### src/rtl/strap_pkg.sv
package strap_pkg;

  typedef enum logic [1:0] {
    FREQ_100 = 2'd0,
    FREQ_133 = 2'd1,
    FREQ_200 = 2'd2,
    FREQ_266 = 2'd3
  } cpuFreq_e;

  typedef struct packed {
    logic capture;
    logic isCaptured;
  } ctrlStrobe_t;

endpackage

### src/rtl/strap_ctrl.sv
module strap_ctrl #(
  parameter int SYNC_STAGES  = 2,
  parameter int QUAL_SAMPLES = 2
) (
  input  logic                   clk,
  input  logic                   rstN,
  input  logic                   pwrStrobe,
  output strap_pkg::ctrlStrobe_t ctrlOut,
  output logic                   powerDown
);
  localparam int LOW_W = $clog2(QUAL_SAMPLES + 1);
  localparam logic [LOW_W-1:0] LOW_MAX  = LOW_W'(QUAL_SAMPLES);
  localparam logic [LOW_W-1:0] LOW_NEED = LOW_W'(QUAL_SAMPLES - 1);

  logic [SYNC_STAGES-1:0] syncChain;
  logic                   syncOut;
  logic [LOW_W-1:0]       lowCnt;
  logic                   capturedQ;
  logic                   captureNow;
  logic                   pdQ;

  generate
    if (SYNC_STAGES == 1) begin : gSyncOne
      always_ff @(posedge clk or negedge rstN) begin
        if (!rstN) syncChain <= 1'b1;
        else       syncChain <= pwrStrobe;
      end
    end else begin : gSyncMany
      always_ff @(posedge clk or negedge rstN) begin
        if (!rstN) syncChain <= '1;
        else       syncChain <= {syncChain[SYNC_STAGES-2:0], pwrStrobe};
      end
    end
  endgenerate

  assign syncOut = syncChain[SYNC_STAGES-1];

  always_ff @(posedge clk or negedge rstN) begin
    if (!rstN)             lowCnt <= '0;
    else if (syncOut)      lowCnt <= '0;
    else if (lowCnt != LOW_MAX) lowCnt <= lowCnt + LOW_W'(1);
  end

  assign captureNow = !capturedQ && !syncOut && (lowCnt >= LOW_NEED);

  always_ff @(posedge clk or negedge rstN) begin
    if (!rstN)           capturedQ <= 1'b0;
    else if (captureNow) capturedQ <= 1'b1;
  end

  always_ff @(posedge clk or negedge rstN) begin
    if (!rstN) pdQ <= 1'b0;
    else       pdQ <= capturedQ & syncOut;
  end

  assign ctrlOut.capture    = captureNow;
  assign ctrlOut.isCaptured = capturedQ;
  assign powerDown          = pdQ;

  assert_capture_once_R4: assert property (@(posedge clk) disable iff (!rstN)
    capturedQ |=> capturedQ);

  assert_pd_gated_R9: assert property (@(posedge clk) disable iff (!rstN)
    !capturedQ |=> !pdQ);

  assert_capture_low_R2: assert property (@(posedge clk) disable iff (!rstN)
    $rose(capturedQ) |-> !pdQ);

endmodule

### src/rtl/strap_datapath.sv
module strap_datapath #(
  parameter int SEL_W  = 3,
  parameter int FREQ_W = 2
) (
  input  logic                   clk,
  input  logic                   rstN,
  input  strap_pkg::ctrlStrobe_t ctrlIn,
  input  logic [SEL_W-1:0]       selBits,
  input  logic                   tableSel,
  output logic [SEL_W-1:0]       latchedSel,
  output logic                   latchedTable,
  output logic [FREQ_W-1:0]      cpuFreq,
  output logic                   reservedCode
);
  import strap_pkg::*;

  logic [SEL_W-1:0] selQ;
  logic             tableQ;
  cpuFreq_e         freqD;
  logic             resD;

  always_ff @(posedge clk or negedge rstN) begin
    if (!rstN) begin
      selQ   <= '0;
      tableQ <= 1'b0;
    end else if (ctrlIn.capture) begin
      selQ   <= selBits;
      tableQ <= tableSel;
    end
  end

  always_comb begin
    freqD = FREQ_100;
    resD  = 1'b0;
    if (ctrlIn.isCaptured) begin
      if (tableQ) begin
        case (selQ[1:0])
          2'b00:   freqD = FREQ_100;
          2'b01:   freqD = FREQ_133;
          2'b10:   freqD = FREQ_200;
          default: resD  = 1'b1;
        endcase
      end else begin
        case (selQ[2:0])
          3'b101:  freqD = FREQ_100;
          3'b001:  freqD = FREQ_133;
          3'b010:  freqD = FREQ_200;
          3'b000:  freqD = FREQ_266;
          default: resD  = 1'b1;
        endcase
      end
    end
  end

  assign latchedSel   = selQ;
  assign latchedTable = tableQ;
  assign cpuFreq      = FREQ_W'(freqD);
  assign reservedCode = resD;

  assert_snapshot_held_R4: assert property (@(posedge clk) disable iff (!rstN)
    (ctrlIn.isCaptured && !ctrlIn.capture) |=> ($stable(selQ) && $stable(tableQ)));

  assert_reserved_default_R7: assert property (@(posedge clk) disable iff (!rstN)
    resD |-> (freqD == FREQ_100));

  assert_idle_decode_R1: assert property (@(posedge clk) disable iff (!rstN)
    !ctrlIn.isCaptured |-> (!resD && freqD == FREQ_100));

endmodule

### src/rtl/strap_capture_top.sv
module strap_capture_top #(
  parameter int SYNC_STAGES  = 2,
  parameter int QUAL_SAMPLES = 2
) (
  input  logic       clk,
  input  logic       rstN,
  input  logic       pwrStrobe,
  input  logic [2:0] selBits,
  input  logic       tableSel,
  output logic       captured,
  output logic [2:0] latchedSel,
  output logic       latchedTable,
  output logic [1:0] cpuFreq,
  output logic       reservedCode,
  output logic       powerDown
);
  strap_pkg::ctrlStrobe_t ctrlBus;

  strap_ctrl #(
    .SYNC_STAGES (SYNC_STAGES),
    .QUAL_SAMPLES(QUAL_SAMPLES)
  ) uCtrl (
    .clk      (clk),
    .rstN     (rstN),
    .pwrStrobe(pwrStrobe),
    .ctrlOut  (ctrlBus),
    .powerDown(powerDown)
  );

  strap_datapath #(
    .SEL_W (3),
    .FREQ_W(2)
  ) uData (
    .clk         (clk),
    .rstN        (rstN),
    .ctrlIn      (ctrlBus),
    .selBits     (selBits),
    .tableSel    (tableSel),
    .latchedSel  (latchedSel),
    .latchedTable(latchedTable),
    .cpuFreq     (cpuFreq),
    .reservedCode(reservedCode)
  );

  assign captured = ctrlBus.isCaptured;

endmodule

### config.mk
export PLATFORM = sky130hd
export DESIGN_NAME = strap_capture_top
export DESIGN_NICKNAME = d
export VERILOG_FILES = /design/src/rtl/strap_pkg.sv /design/src/rtl/strap_ctrl.sv /design/src/rtl/strap_datapath.sv /design/src/rtl/strap_capture_top.sv
export SDC_FILE = /design/constraint.sdc
export NUM_CORES = 1
export LEC_CHECK = 0
export ABC_AREA = 1
export BUFFER_PORTS_ARGS = -buffer_cell sky130_fd_sc_hd__buf_2
export CORE_AREA = 2 2 39 41
export DETAILED_ROUTE_END_ITERATION = 10
export DIE_AREA = 0 0 41 43
export PLACE_DENSITY = 0.69
export SYNTH_ARGS = -nofsm -noshare
export SYNTH_HDL_FRONTEND = slang
export SYNTH_SLANG_ARGS = --single-unit
### constraint.sdc
create_clock -name clk -period 1.5 [get_ports clk]
set_clock_uncertainty 0.15 [all_clocks]
set_input_delay 0 -clock clk [delete_from_list [all_inputs] [get_ports clk]]
set_output_delay 0 -clock clk [all_outputs]
set_load 0.01 [all_outputs]
; Word level (Yosys, flattened, before mapping)
; Cells that the tools add are included.
[totals]
reg_bits = 10
latchBits = 0
mem_bits_rw = 0
rom_bits = 0
in_bits = 7
out_inout_bits = 9
wordCells = 34
mem_count = 0
[classes]
add_sub_neg = 1
n_mul = 0
div_mod_pow = 0
n_lt_le_gt_ge = 1
eq_ne = 6
shifts = 0
mux = 10
bitwise = 1
reduce_logical = 9
[ops]
columns = cell, n
row1 = $mux 2, 4
row2 = $pmux 2 s3, 1
row3 = $mux 1, 4
row4 = $pmux 2 s2, 1
row5 = $reduce_or 4->1, 1
row6 = $eq 3x1->1 const B, 1
row7 = $eq 3x2->1 const B, 1
row8 = $eq 3x3->1 const B, 1
row9 = $logic_not 3->1, 1
row10 = $reduce_or 3->1, 1
row11 = $add 2x1->2 const B, 1
row12 = $eq 2x1->1 const B, 1
row13 = $eq 2x2->1 const B, 1
row14 = $ge 2x1->1 const B, 1
row15 = $logic_and 1x1->1, 2
row16 = $logic_not 1->1, 2
row17 = $logic_not 2->1, 1
row18 = $ne 2x2->1 const B, 1
row19 = $reduce_bool 2->1, 1
row20 = $and 1x1->1, 1

; Logic depth before layout (Yosys ltp)
[logic_depth]
depth_word = 5
depth_mapped = 6
mapped_depth_nobuf = 6

; Hierarchy
; A second synthesis with hierarchy kept.
[hier_totals]
cells_unflattened = 53
area_unflattened_um2 = 459.2
[by_module_without_submodules]
columns = mod, n_inst, cells_each, area_each_um2, seq_area_each_um2
row1 = strap_ctrl, 1, 24, 255.2, 152.6
row2 = strap_datapath, 1, 29, 203.9, 100.1

; Worst setup path before layout
; No wires, ideal clock.
[synth_timing]
path_type = register to register
startpoint = register uCtrl.lowCnt[0]
endpoint = register uData.selQ[0] (netlist: uData.latchedSel[0])
setup_time_ns = 0.117
t_arrival_ns = 0.877
required_time_ns = 1.233
slack_ns = 0.356
path_stages_with_launch = 7
n_path_buf = 0
period_less_slack_ns = 1.144
cell_sequence = dfrtp_1 inv_1 ha_1 nor2_4 nand2_4 nand2_1 nand2_1
[synth_between]
elab_chain_cells = 2
[synth_lines]
columns = item, line_no
row1 = from (decl), strap_ctrl.sv:17  ; logic [LOW_W-1:0] lowCnt;
row2 = from (signal assigned), strap_ctrl.sv:41  ; else if (lowCnt != LOW_MAX) lowCnt <= lowCnt + LOW_W'(1);
row3 = $ge 2x1->1, strap_ctrl.sv:44  ; assign captureNow = !capturedQ && !syncOut && (lowCnt >= LOW_NEED);
row4 = $logic_and 1x1->1, strap_ctrl.sv:44
row5 = to (signal assigned), strap_datapath.sv:27  ; selQ <= selBits;
row6 = to (decl), strap_datapath.sv:17  ; logic [SEL_W-1:0] selQ;
; Every way passes these cells.
; A chain may end at the register's enable or synchronous reset.

; Worst setup path in the final report
[layout_timing]
startpoint = register uCtrl.capturedQ
endpoint = output cpuFreq[1]
[layout_between]
elab_chain_cells = 1
[layout_lines]
columns = item, line_no
row1 = from (decl), strap_ctrl.sv:18  ; logic capturedQ;
row2 = from (signal assigned), strap_ctrl.sv:47  ; if (!rstN) capturedQ <= 1'b0;
row3 = from (signal assigned), strap_ctrl.sv:48  ; else if (captureNow) capturedQ <= 1'b1;
row4 = $mux 2, strap_datapath.sv:35  ; if (ctrlIn.isCaptured) begin
row5 = to (decl), strap_capture_top.sv:13  ; output logic [1:0] cpuFreq,
; Every way passes these cells.

==> impl_metrics.json <==
{
  "outcome": "completed",
  "ys_top_cells_by_count": "16 x nand2_1, 8 x dfrtp_1, 8 x inv_1",
  "power_frac_seq_pct": 39.2,
  "die_x_um": 41,
  "tritoncts_clock_tree": "built",
  "worst_slew_pin_slew_ns": 0.357,
  "clock_sinks": 10,
  "synth_area_leaders": "dfrtp_1 43%, nand2_1 13%, dfstp_2 11%",
  "clock_insertion_delay_worst_skew_ns": 0.27,
  "setup.worst_path.end_class": "output port",
  "drt_pass1_iterations": 4,
  "layout.nets": 89,
  "drt_iter0_markers": 4,
  "drv_cap": 0,
  "post_synth_num_cell_types": 12,
  "arrival_ns": 1.09,
  "htreeDepth": 1,
  "synth_top_cell_area_share_pct": 43.5,
  "avgViaCountPerCell": 4.43,
  "power.leakage_nw": 0.361,
  "timing.final.max_slew_violations": 0,
  "synth_warnings": 0,
  "finalCritPeriodShare_pct": 82.7,
  "grt_pass1_vias": 358,
  "fraction_of_layout_instances_using_a_drive_strength_above_1_pct": 29.1,
  "ctsHoldBuffers": 7,
  "io_pins": 16,
  "criticalPathCategory": "flip-flop to output port",
  "postCtsSetupRepairBufs": 0,
  "drc": 0,
  "setup_failing_eps_final": 0,
  "initial_utilization_pct": 33.3,
  "cp_max_fo": 7,
  "synth_fp_nets": 62,
  "power.switching_fraction_pct": 40.6,
  "relative_max_transition_margin_pct": 76.1,
  "rows": 14,
  "antenna_found_initial": 0,
  "vdd_ir_drop_max_v": 0.000680,
  "timing.fmax_mhz": 806,
  "cts_inserted_buffers": 3,
  "yosysTopAreaCell": "dfrtp_1",
  "ys_dominant_reg_cell": "dfrtp_1",
  "synth_area_um2": 460,
  "count_of_vias_placed_by_the_detailed_router": 421,
  "postSynthAreaPerCell_um2": 8.69,
  "p_int_w": 0.000681,
  "asyncSetResetFlopFracSynth_pct": 100,
  "clk_pin_slew_worst_paths_ns": 0.06,
  "required_ns": 1.35,
  "ys_seq_elements": 10,
  "flow.area_growth_from_synthesis_pct": 41.6,
  "final_count_of_hold_timing_violations": 0,
  "io_buffers": 15,
  "synth_enable_flop_cells": 0,
  "fp.dieArea_um2": 1760,
  "power_density_nw_per_um2": 1760,
  "grt_first_pass_wirelength_um": 1360,
  "grt_remaining_overflow": 0,
  "final.hold.worst_slack_ns": 0.0660,
  "core_region_area_um2": 1380,
  "place_congestion": 0.743,
  "grt_max_degree": 9,
  "ys_seq_area_share_pct": 54.9,
  "cts-root-buf": "clkbuf_4",
  "grt_setup_unrepaired": "no",
  "power.share.clock_pct": 17.2,
  "period_minus_slack_ns": 1.24,
  "fill_cells": 136,
  "final_antenna_violating_net_count": 0,
  "antennaDiodeCount": 0,
  "fp.dieH_um": 43,
  "clock_path_buffers": 2,
  "cts-resized-gates": 0,
  "hpwl_um": 661,
  "power_frac_comb_pct": 43.5,
  "post_drt_wl_per_cell_um": 9.28,
  "gr-usage-all-layers_pct": 12.0,
  "fin_setup_tns_ns": 0,
  "postSynthCellCount": 53,
  "most_repeated_cell_in_the_gate_level_netlist_after_synthesis": "nand2_1",
  "hp-class": "primary input to asynchronous set/reset pin",
  "total_switching_power_w": 0.000465,
  "wl_um": 882,
  "start_kind": "flip-flop"
}
## power by group through the flow
stage,clock (W),combinational [W],sequential [W]
detailed placement,0,0.000494,0.000456
CTS,0.000202,0.000509,0.000451
global route,0.000217,0.000584,0.000463
floorplan,0,0.000284,0.000476
global placement,0,0.000478,0.000454
finish,0.000197,0.000499,0.000450
## through the flow
| stage | utilization, % | cells | total power, W | worst slack (ns) | area, um^2 |
|---|---|---|---|---|---|
| 2_1_floorplan | - | 53 | 0.000760 | 0.356 | 460 |
| 3_3_place_gp | 40.1 | 84 | 0.000933 | 0.318 | 556 |
| 3_5_place_dp | 40.1 | 84 | 0.000950 | 0.283 | 556 |
| 4_1_cts | 47.1 | 95 | 0.00116 | 0.246 | 652 |
| 5_1_grt | 47.1 | 95 | 0.00126 | 0.141 | 652 |
| 6_report | 47.1 | 95 | 0.00115 | 0.260 | 652 |
## cells by family after synthesis
logic type,after synthesis,share of synthesized area [%]
DFF,10,54.9
AOI/OAI and AO/OA,5,5.43
adders and majority gates,2,5.43
buffers and inverters,9,7.34
and+or+nand+nor,27,26.9
## per-layer routing
metal	part of all wire (%)	vias to the layer above	global-route usage [%]
met2	52	15	20.3
met5	0	-	0
li1	-	217	-
met4	1.0	0	8.00
met1	41	187	11.6
met3	5.7	2	3.14
## cells in the final DEF, fill, tap and decap left out
cell type and n:
a21oi_1 1, buf_2 15, clkbuf_1 1, clkbuf_4 3
dfrtp_1 8, dfstp_2 2, dlygate4sd3_1 7, ha_1 2
inv_1 8, inv_2 1, nand2_1 16, nand2_4 1
nand3_1 6, nor2_1 3, nor2_4 1, o21ai_0 4
## worst max-delay path, cell delays in order (launching register included)
cell     delay, ns
dfrtp_1       0.48
o21ai_0       0.13
nor2_1        0.09
buf_2         0.13
## layout make-up
type	count	area, um^2	share of cell area (%)
clock buffers	4	26.3	4.03
inverters	9	33.8	5.18
multi-input cells	34	174	26.7
flip-flops and latches	10	253	38.8
well taps	16	20.0	3.07
repair buffers	22	145	22.3
## path summary, 6_finish.rpt
path | start | cells past startpoint | slack (ns) | end
worst max-delay path | uCtrl.capturedQ | 3 | 0.26 | cpuFreq[1]
worst min-delay path | rstN | 2 | 0.07 | uCtrl.syncChain[0]
worst max register to register | uCtrl.lowCnt[1] | 6 | 0.29 | uData.latchedTable
worst min register to register | uCtrl.syncChain[0] | 0 | 0.21 | uCtrl.syncChain[1]
max in group asynchronous | rstN | 3 | 0.36 | uCtrl.powerDown
min in group clk | uCtrl.syncChain[0] | 0 | 0.21 | uCtrl.syncChain[1]
## flip-flops by register name, summed over array words and instances (netlist names)
signal / count
uData.latchedSel: 3
uCtrl.lowCnt: 2
uCtrl.syncChain: 2
uCtrl.capturedQ: 1
uCtrl.powerDown: 1
uData.latchedTable: 1
No activity file was read; power rests on OpenSTA's default activity.
